`config.mk`:
```
export PLATFORM = sky130hd
export DESIGN_NAME = nibble_io_ctrl
export DESIGN_NICKNAME = d
export VERILOG_FILES = /design/src/rtl/nio_pkg.sv /design/src/rtl/nio_ram.sv /design/src/rtl/nio_chksum.sv /design/src/rtl/nio_coin_cfg.sv /design/src/rtl/nio_seq.sv /design/src/rtl/nibble_io_ctrl.sv
export SDC_FILE = /design/constraint.sdc
export NUM_CORES = 1
export LEC_CHECK = 0
export BUFFER_PORTS_ARGS = -buffer_cell sky130_fd_sc_hd__buf_2
export CORE_MARGIN = 2
export CORE_UTILIZATION = 34
export CTS_CLUSTER_DIAMETER = 200
export DETAILED_ROUTE_END_ITERATION = 10
export GPL_ROUTABILITY_DRIVEN = 0
export GPL_TIMING_DRIVEN = 0
export HOLD_SLACK_MARGIN = 0.05
export PLACE_DENSITY_LB_ADDON = 0.08
export SKIP_LAST_GASP = 1
export SLEW_MARGIN = 5
export SYNTH_ARGS = -nofsm -noshare
export SYNTH_HDL_FRONTEND = slang
export SYNTH_SLANG_ARGS = --single-unit
```
`constraint.sdc`:
```
create_clock -name clk_i -period 4.97 [get_ports clk_i]
set_clock_uncertainty 0.1 [all_clocks]
set_input_delay 0.497 -clock clk_i [delete_from_list [all_inputs] [get_ports clk_i]]
set_output_delay 0.497 -clock clk_i [all_outputs]
set_load 0.02 [all_outputs]
```
`src/rtl/nio_pkg.sv`:
```
package nio_pkg;
  localparam int NIB_W  = 4;
  localparam int HOST_W = 8;
  localparam int DEPTH  = 16;
  localparam int AW     = $clog2(DEPTH);
  localparam int NPORT  = 4;
  localparam int ADR_CMD = 8;
  localparam int ADR_ARG = 9;
  localparam int NARG    = DEPTH - ADR_ARG;
  localparam int SUM_W   = 2 * NIB_W;

  typedef logic [NIB_W-1:0] nib_t;

  localparam nib_t CMD_READ_SW  = 4'd1;
  localparam nib_t CMD_COIN_CFG = 4'd2;
  localparam nib_t CMD_PATTERN  = 4'd7;
  localparam nib_t CMD_CHKSUM   = 4'd8;
  localparam nib_t CMD_SCAN2    = 4'd9;

  localparam int   PAT_ADR_LO = 2;
  localparam int   PAT_ADR_HI = 7;
  localparam nib_t PAT_LO     = 4'hE;
  localparam nib_t PAT_HI     = 4'h6;

  typedef enum logic [1:0] {
    ST_IDLE,
    ST_EXEC,
    ST_SC0,
    ST_SC1
  } seq_st_t;

  typedef struct packed {
    nib_t coins0;
    nib_t creds0;
    nib_t coins1;
    nib_t creds1;
  } coin_cfg_t;
endpackage

```
`src/rtl/nio_ram.sv`:
```
module nio_ram
  import nio_pkg::*;
(
  input  logic                         clk_i,
  input  logic                         rst_ni,
  input  logic                         host_we_i,
  input  logic [AW-1:0]                host_addr_i,
  input  nib_t                         host_wdata_i,
  input  logic [DEPTH-1:0]             eng_we_i,
  input  logic [DEPTH-1:0][NIB_W-1:0]  eng_wdata_i,
  output logic [DEPTH-1:0][NIB_W-1:0]  mem_o
);
  for (genvar i = 0; i < DEPTH; i++) begin : g_nib
    // engine write has priority over a colliding host write
    always_ff @(posedge clk_i or negedge rst_ni) begin
      if (!rst_ni)
        mem_o[i] <= '0;
      else if (eng_we_i[i])
        mem_o[i] <= eng_wdata_i[i];
      else if (host_we_i && host_addr_i == AW'(i))
        mem_o[i] <= host_wdata_i;
    end
  end
endmodule

```
`src/rtl/nio_chksum.sv`:
```
module nio_chksum
  import nio_pkg::*;
(
  input  logic [NARG-1:0][NIB_W-1:0] arg_i,
  output logic [SUM_W-1:0]           sum_o
);
  always_comb begin
    sum_o = '0;
    for (int i = 0; i < NARG; i++)
      sum_o = sum_o + SUM_W'(arg_i[i]);
  end
endmodule

```
`src/rtl/nio_coin_cfg.sv`:
```
module nio_coin_cfg
  import nio_pkg::*;
#(
  parameter int COIN_DEF = 1
) (
  input  logic      clk_i,
  input  logic      rst_ni,
  input  logic      hold_i,
  input  logic      load_i,
  input  coin_cfg_t cfg_i,
  output coin_cfg_t cfg_o
);
  localparam nib_t DEF = NIB_W'(COIN_DEF);
  localparam coin_cfg_t CFG_DEF = '{coins0: DEF, creds0: DEF, coins1: DEF, creds1: DEF};

  always_ff @(posedge clk_i or negedge rst_ni) begin
    if (!rst_ni)     cfg_o <= CFG_DEF;
    else if (hold_i) cfg_o <= CFG_DEF;
    else if (load_i) cfg_o <= cfg_i;
  end
endmodule

```
`src/rtl/nio_seq.sv`:
```
module nio_seq
  import nio_pkg::*;
#(
  parameter int SETTLE_CYC = 2
) (
  input  logic                         clk_i,
  input  logic                         rst_ni,
  input  logic                         hold_i,
  input  logic                         run_i,
  input  nib_t                         cmd_i,
  input  nib_t                         arg_a_i,
  input  nib_t                         arg_b_i,
  input  logic [SUM_W-1:0]             sum_i,
  input  logic [NPORT-1:0][NIB_W-1:0]  in_i,
  output logic [DEPTH-1:0]             eng_we_o,
  output logic [DEPTH-1:0][NIB_W-1:0]  eng_wdata_o,
  output nib_t                         out_a_o,
  output nib_t                         out_b_o,
  output logic                         cfg_load_o,
  output logic                         busy_o,
  output logic                         done_o
);
  localparam int CNT_W = $clog2(SETTLE_CYC + 1);
  localparam logic [CNT_W-1:0] CNT_RLD = CNT_W'(SETTLE_CYC - 1);

  seq_st_t          st_q, st_d;
  nib_t             cmd_q;
  logic [CNT_W-1:0] cnt_q, cnt_d;
  nib_t             oa_d, ob_d;
  logic             fin;

  always_comb begin
    st_d        = st_q;
    cnt_d       = cnt_q;
    oa_d        = out_a_o;
    ob_d        = out_b_o;
    fin         = 1'b0;
    cfg_load_o  = 1'b0;
    eng_we_o    = '0;
    eng_wdata_o = '0;
    if (hold_i) begin
      st_d = ST_IDLE;
    end else begin
      unique case (st_q)
        ST_IDLE: if (run_i) st_d = ST_EXEC;
        ST_EXEC: begin
          case (cmd_q)
            CMD_READ_SW: begin
              for (int p = 0; p < NPORT; p++) begin
                eng_we_o[p]    = 1'b1;
                eng_wdata_o[p] = ~in_i[p];
              end
              oa_d = arg_a_i;
              ob_d = arg_b_i;
              fin  = 1'b1;
            end
            CMD_COIN_CFG: begin
              cfg_load_o = 1'b1;
              fin        = 1'b1;
            end
            CMD_PATTERN: begin
              eng_we_o[PAT_ADR_LO]    = 1'b1;
              eng_wdata_o[PAT_ADR_LO] = PAT_LO;
              eng_we_o[PAT_ADR_HI]    = 1'b1;
              eng_wdata_o[PAT_ADR_HI] = PAT_HI;
              fin = 1'b1;
            end
            CMD_CHKSUM: begin
              eng_we_o[0]    = 1'b1;
              eng_wdata_o[0] = sum_i[SUM_W-1:NIB_W];
              eng_we_o[1]    = 1'b1;
              eng_wdata_o[1] = sum_i[NIB_W-1:0];
              fin = 1'b1;
            end
            CMD_SCAN2: begin
              oa_d  = '0;
              cnt_d = CNT_RLD;
              st_d  = ST_SC0;
            end
            default: fin = 1'b1;
          endcase
        end
        ST_SC0: begin
          if (cnt_q == '0) begin
            for (int p = 0; p < NPORT; p++) begin
              eng_we_o[2*p]    = 1'b1;
              eng_wdata_o[2*p] = ~in_i[p];
            end
            oa_d  = NIB_W'(1);
            cnt_d = CNT_RLD;
            st_d  = ST_SC1;
          end else begin
            cnt_d = cnt_q - 1'b1;
          end
        end
        ST_SC1: begin
          if (cnt_q == '0) begin
            for (int p = 0; p < NPORT; p++) begin
              eng_we_o[2*p+1]    = 1'b1;
              eng_wdata_o[2*p+1] = ~in_i[p];
            end
            fin = 1'b1;
          end else begin
            cnt_d = cnt_q - 1'b1;
          end
        end
        default: st_d = ST_IDLE;
      endcase
      if (fin) st_d = ST_IDLE;
    end
  end

  always_ff @(posedge clk_i or negedge rst_ni) begin
    if (!rst_ni) begin
      st_q    <= ST_IDLE;
      cmd_q   <= '0;
      cnt_q   <= '0;
      out_a_o <= '0;
      out_b_o <= '0;
      done_o  <= 1'b0;
    end else begin
      st_q    <= st_d;
      cnt_q   <= cnt_d;
      out_a_o <= oa_d;
      out_b_o <= ob_d;
      done_o  <= fin;
      if (st_q == ST_IDLE && run_i && !hold_i) cmd_q <= cmd_i;
    end
  end

  assign busy_o = (st_q != ST_IDLE);
endmodule

```
`src/rtl/nibble_io_ctrl.sv`:
```
module nibble_io_ctrl
  import nio_pkg::*;
#(
  parameter int SETTLE_CYC = 2,
  parameter int COIN_DEF   = 1
) (
  input  logic              clk_i,
  input  logic              rst_ni,
  input  logic              hold_i,
  output logic              hold_stat_o,
  input  logic              host_we_i,
  input  logic [3:0]        host_addr_i,
  input  logic [7:0]        host_wdata_i,
  output logic [7:0]        host_rdata_o,
  input  logic              run_i,
  output logic              busy_o,
  output logic              done_o,
  input  logic [3:0]        in_a_i,
  input  logic [3:0]        in_b_i,
  input  logic [3:0]        in_c_i,
  input  logic [3:0]        in_d_i,
  output logic [3:0]        out_a_o,
  output logic [3:0]        out_b_o,
  output logic [3:0]        cfg_coins0_o,
  output logic [3:0]        cfg_creds0_o,
  output logic [3:0]        cfg_coins1_o,
  output logic [3:0]        cfg_creds1_o
);
  logic [DEPTH-1:0][NIB_W-1:0] mem_q;
  logic [DEPTH-1:0]            eng_we;
  logic [DEPTH-1:0][NIB_W-1:0] eng_wdata;
  logic [NPORT-1:0][NIB_W-1:0] in_pk;
  logic [SUM_W-1:0]            sum;
  logic                        cfg_load;
  coin_cfg_t                   cfg_ld, cfg_q;
  logic                        unused_hi;

  assign unused_hi = ^host_wdata_i[HOST_W-1:NIB_W];
  assign in_pk     = {in_d_i, in_c_i, in_b_i, in_a_i};

  nio_ram u_ram (
    .clk_i        (clk_i),
    .rst_ni       (rst_ni),
    .host_we_i    (host_we_i),
    .host_addr_i  (host_addr_i),
    .host_wdata_i (host_wdata_i[NIB_W-1:0]),
    .eng_we_i     (eng_we),
    .eng_wdata_i  (eng_wdata),
    .mem_o        (mem_q)
  );

  nio_chksum u_sum (
    .arg_i (mem_q[DEPTH-1:ADR_ARG]),
    .sum_o (sum)
  );

  nio_seq #(.SETTLE_CYC(SETTLE_CYC)) u_seq (
    .clk_i       (clk_i),
    .rst_ni      (rst_ni),
    .hold_i      (hold_i),
    .run_i       (run_i),
    .cmd_i       (mem_q[ADR_CMD]),
    .arg_a_i     (mem_q[ADR_ARG]),
    .arg_b_i     (mem_q[ADR_ARG+1]),
    .sum_i       (sum),
    .in_i        (in_pk),
    .eng_we_o    (eng_we),
    .eng_wdata_o (eng_wdata),
    .out_a_o     (out_a_o),
    .out_b_o     (out_b_o),
    .cfg_load_o  (cfg_load),
    .busy_o      (busy_o),
    .done_o      (done_o)
  );

  assign cfg_ld = '{coins0: mem_q[ADR_ARG],   creds0: mem_q[ADR_ARG+1],
                    coins1: mem_q[ADR_ARG+2], creds1: mem_q[ADR_ARG+3]};

  nio_coin_cfg #(.COIN_DEF(COIN_DEF)) u_cfg (
    .clk_i  (clk_i),
    .rst_ni (rst_ni),
    .hold_i (hold_i),
    .load_i (cfg_load),
    .cfg_i  (cfg_ld),
    .cfg_o  (cfg_q)
  );

  assign cfg_coins0_o = cfg_q.coins0;
  assign cfg_creds0_o = cfg_q.creds0;
  assign cfg_coins1_o = cfg_q.coins1;
  assign cfg_creds1_o = cfg_q.creds1;

  always_ff @(posedge clk_i or negedge rst_ni) begin
    if (!rst_ni) hold_stat_o <= 1'b0;
    else         hold_stat_o <= hold_i;
  end

  assign host_rdata_o = {{(HOST_W-NIB_W){1'b1}}, mem_q[host_addr_i]};
endmodule

```
# Word-level counts from Yosys, hierarchy flattened
# Index checks and enable logic that the tools add are counted.
# W data, S select, Z words.
[classes]
add_sub_neg = 7
order_cmp = 1
eq_ne = 30
n_mux = 70
n_bitwise = 5
n_reduce_logical = 41
[ops]
columns = ["op", "n"]
rows = [
  ["$mux W4", 26],
  ["$pmux W4 S2", 8],
  ["$add A8 B4 Y8", 5],
  ["$eq A4 B4 Y1 const B", 10],
  ["$mux W16", 2],
  ["$mux W32", 1],
  ["$reduce_bool A2 Y1", 11],
  ["$eq A4 B3 Y1 const B", 5],
  ["$logic_and A1 B1 Y1", 18],
  ["$mux W2", 9],
  ["$bmux W4 S4", 1],
  ["$not A4 Y4", 4],
  ["$pmux W8 S2", 1],
  ["$eq A4 B2 Y1 const B", 3],
  ["$mux W1", 12],
  ["$pmux W1 S2", 6],
  ["$pmux W2 S3", 2],
  ["$reduce_and A4 Y1", 3],
  ["$eq A4 B1 Y1 const B", 2],
  ["$mux W8", 1],
  ["$ne A4 B3 Y1 const B", 2],
  ["$add A4 B4 Y5", 1],
  ["$lt A4 B5 Y1 const B", 1],
  ["$reduce_bool A5 Y1", 1],
  ["15 further kinds", 19],
]
[totals]
register_bits = 98
inputBits = 33
out_inout_bits = 35

# Depth between registers and ports, before layout
[logic_depth]
ltp_word = 10
depth_mapped = 14
depth_no_buf = 14

# Modules after synthesis
# Synthesis repeated with hierarchy kept, for this count alone.
[hier_totals]
cells_unflattened = 743
area_unflattened_um2 = 7053.0
[modules_own_cells]
columns = ["module", "instances", "cells_per_inst", "area_per_inst_um2", "seq_area_each_um2"]
rows = [
  ["nio_ram", 1, 367, 3359.5, 1601.5],
  ["nio_seq", 1, 196, 1679.1, 425.4],
  ["nio_chksum", 1, 83, 730.7, 0.0],
  ["nio_coin_cfg", 1, 52, 670.6, 405.4],
  ["nibble_io_ctrl", 1, 45, 613.1, 25.0],
]

# Least setup slack after synthesis
# Ideal clock, no wire load.
[synth_path]
kind = "register to register"
startpoint = "reg u_ram.mem_o[36] (netlist bit)"
endpoint = "reg u_ram.mem_o[2] (netlist bit)"
setup_ns = 0.127
arrival_ns = 3.831
required_ns = 4.743
slack_ns = 0.912
stages_incl_launch_ff = 15
path_cell_list = "dfrtp_1 > ha_1 > fa_1 > xor2_1 > fa_1 > inv_1 > fa_1 > fa_1 > inv_1 > ha_1 > fa_1 > a21o_1 > a21oi_1 > o22a_1 > mux2i_1"
[synth_between]
elab_chain_len = 10
[synth_rtl]
columns = ["item", "line", "rtl"]
rows = [
  ["start, declared", "nio_ram.sv:11", "output logic [DEPTH-1:0][NIB_W-1:0] mem_o"],
  ["start signal, assigned by index", "nio_ram.sv:19", "mem_o[i] <= eng_wdata_i[i];"],
  ["start signal, assigned by index", "nio_ram.sv:21", "mem_o[i] <= host_wdata_i;"],
  ["$add A4 B4 Y5", "nio_chksum.sv:10", "sum_o = sum_o + SUM_W'(arg_i[i]);"],
  ["$add A8 B4 Y8 (5 in a row)", "nio_chksum.sv:10", ""],
  ["$pmux W8 S2", "nio_seq.sv:47", "case (cmd_q)"],
  ["$pmux W4 S2", "nio_seq.sv:44", "unique case (st_q)"],
  ["$mux W32", "nio_seq.sv:41", "if (hold_i) begin"],
  ["$mux W4", "nio_ram.sv:18", "else if (eng_we_i[i])"],
]
# No other way between the ends.
# A chain may end at the register's enable or synchronous reset.

# Worst setup path in the final report
# Ends and elaborated chain as after synthesis.

==> results.ini <==
[status]
status=finished, final reports clean

[yosys]
synthesis.area_um2=5840
yosysMostFrequentCell=dfrtp_1
synthTopCellsByCount=94 x dfrtp_1, 47 x mux2i_1, 46 x nand2_1
synth_top_area_cell=dfrtp_1
seq_area_frac_synth_pct=42.1
postSynth.asyncResetShare_pct=100
syn_avg_cell_area_um2=11.5
yosys_warnings=0
yosysTopAreaCellShare_pct=40.3
ys_seq_elements=98
synthTopCellsByArea=dfrtp_1 40%, mux2i_1 8.1%, mux4_2 7.7%, mux2_2 6.6%, fa_1 5.8%
synthCells=507
synth_flop_cell=dfrtp_1
yosysUniqueCellTypes=56
synth_edf_count=0

[clocking]
postCtsSetupRepairBufs=0
root_buffer=clkbuf_16
clk_latency_ps=350
cts_tree=done
cts_buffers=9
cts_max_level=3
clockBufferDepth=2
cts_resized=0
clock-sinks=98
clk_pin_slew_worst_paths_ps=70

[power]
ir_drop_uv=502
p_leak_nw=3.13
p_per_area_nw_per_um2=589
total_power_mw=3.96

[final_layout]
final_cells=805
design_area_um2=6730
syn2layout_area_growth_pct=15.1
drive_gt1_share_pct=26.7
utilization_pct=40.3
final_nets=647
antennaDiodeCount=0

[sta]
hold_viol=0
final-setup-viol-count=0
worst_slack_ps=346
rsz0062_at_grt=false
hold_slack_ps=160
period_share_pct=93.0
tns_ps=0
slew_headroom_pct=50.3
worstMarginPinSlew_ps=746
timing.final.crit_period_ps=4620
timing.fmax_mhz=216
slew_viol_final=0

[critical_path]
critPathRequiredTime_ps=5100
cpMaxStageDelayCell=fa_1
crit_path_start=u_ram.mem_o[36]$_DFFE_PN0P_
cp_common_cell=fa_1
path_max_fanout=5
crit_arrival_ps=4760
path_cells=ha_1 -> fa_1 -> xor2_1 -> fa_1 -> inv_1 -> fa_1 -> fa_1 -> inv_1 -> ha_1 -> fa_1 -> a21o_1 -> a21oi_1 -> o22a_1 -> mux2i_1
critPathLaunchType=flop
path_buf_inv=2
crit_path_end_kind=flop
r2r-start=u_ram.mem_o[36]$_DFFE_PN0P_
path_delay_family=adder cells
critPathMaxStageDelay_ps=550
crit_type=reg2reg

[place]
port-buffer-count=57
pre_cts_ws_ps=401
dp_cells=788
dp_hpwl_um=13500
postPlaceCellArea_um2=6440

[detailed_routing]
routed-via-count=4313
drt_wl_total_um=17300
drc=0
final_antenna_net_count=0
avgViaCountPerCell=5.36
routedWlPerCell_um=21.5
dr.pass1.iters=5
drt_iter0_markers=288

[floorplanning]
ios=68
die_y_um=135
die_area_um2=18300
row_count=47
coreArea_um2=16700
dieWidth_um=135
start_util_pct=35.0

[min_path]
worstHoldStart=hold_i
hold_class=in2reg

[global_routing]
grt_util_all_layers_pct=20.0
grt_overflow=0
first_global_vias=4537
grt_max_degree=65
grt_pass1_wl_um=27100
antenna_found_initial=0

[run]
maxCapViolCount=0

[registers in the layout (all words and copies together), names as in the netlist]
register / flops
u_ram.mem_o: 64
u_cfg.cfg_o: 16
u_seq.cmd_q: 4
u_seq.out_a_o: 4
u_seq.out_b_o: 4
u_seq.cnt_q: 2
u_seq.st_q: 2
hold_stat_o: 1
u_seq.done_o: 1
[worst register-to-register path, stage by stage (launching register included)]
cell     delay (ps)
dfrtp_1         460
ha_1            280
fa_1            420
xor2_1          170
fa_1            490
inv_1            60
fa_1            520
fa_1            550
inv_1            40
ha_1            220
fa_1            400
a21o_1          190
a21oi_1         350
o22a_1          230
mux2i_1          60
[cells by family (layout without fill, tap and decap cells)]
group	count (synthesis)	count (layout)	synth area share (%)
AOI/OAI and AO/OA	91	91	11.0
other	1	4	0.0642
xor gates and xnor gates	4	4	0.600
adders and majority gates	34	34	9.46
DFF	98	98	42.1
muxes	101	101	22.3
and+or+nand+nor	110	110	9.49
buffers and inverters	68	143	5.01
[what timing repair did]
action                                 in CTS  in global routing
endpoints found under the hold margin      34                  0
setup endpoints to repair                   0                  0
hold buffers                                1                  0
[layer usage]
| metal | part of all wire (%) | global-route usage [%] | vias up |
|---|---|---|---|
| li1 | - | - | 1960 |
| met1 | 47 | 28.4 | 2228 |
| met2 | 48 | 32.0 | 102 |
| met3 | 4.3 | 3.60 | 23 |
| met4 | 1.5 | 4.80 | 0 |
| met5 | 0 | 0 | - |
[cell usage in the layout, fill, tap and decap left out, drive strengths merged, types with 5 or more instances in the layout]
cell type and instances:
ha 17, nor2 20, nor3 7, a2bb2oi 7
fa 17, dfrtp 94, buf 77, a21oi 25
inv 39, o21ai 11, or3 5, mux4 20
nand2 46, mux2i 47, o22a 6, a21o 7
clkbuf 26, mux2 34, nand3 7, nand2b 7
[final cells by class]
type	count	area [um^2]
buffer	29	146
clock buffer	16	272
fill	1659	9970
inverter	39	146
multi-input combinational	344	3100
sequential	98	2460
tap	220	275
timing repair buffer	59	325
[worst paths after layout]
path,endpoint,cells after the start,slack (ps)
min in group asynchronous,hold_stat_o$_DFF_PN0_,2,560
worst min register to register,u_cfg.cfg_o[8]$_DFFE_PN1P_,2,390
max in group asynchronous,u_cfg.cfg_o[12]$_DFFE_PN1P_,3,3450
worst max-delay path,u_ram.mem_o[2]$_DFFE_PN0P_,14,350
worst max register to register,u_ram.mem_o[2]$_DFFE_PN0P_,14,350
worst min-delay path,hold_stat_o$_DFF_PN0_,1,160
[power by group]
part	internal, mW	switching, mW
sequential	1.04	0.188
combinational	0.896	1.18
clock	0.369	0.295
(Power assumes the default switching activity.)
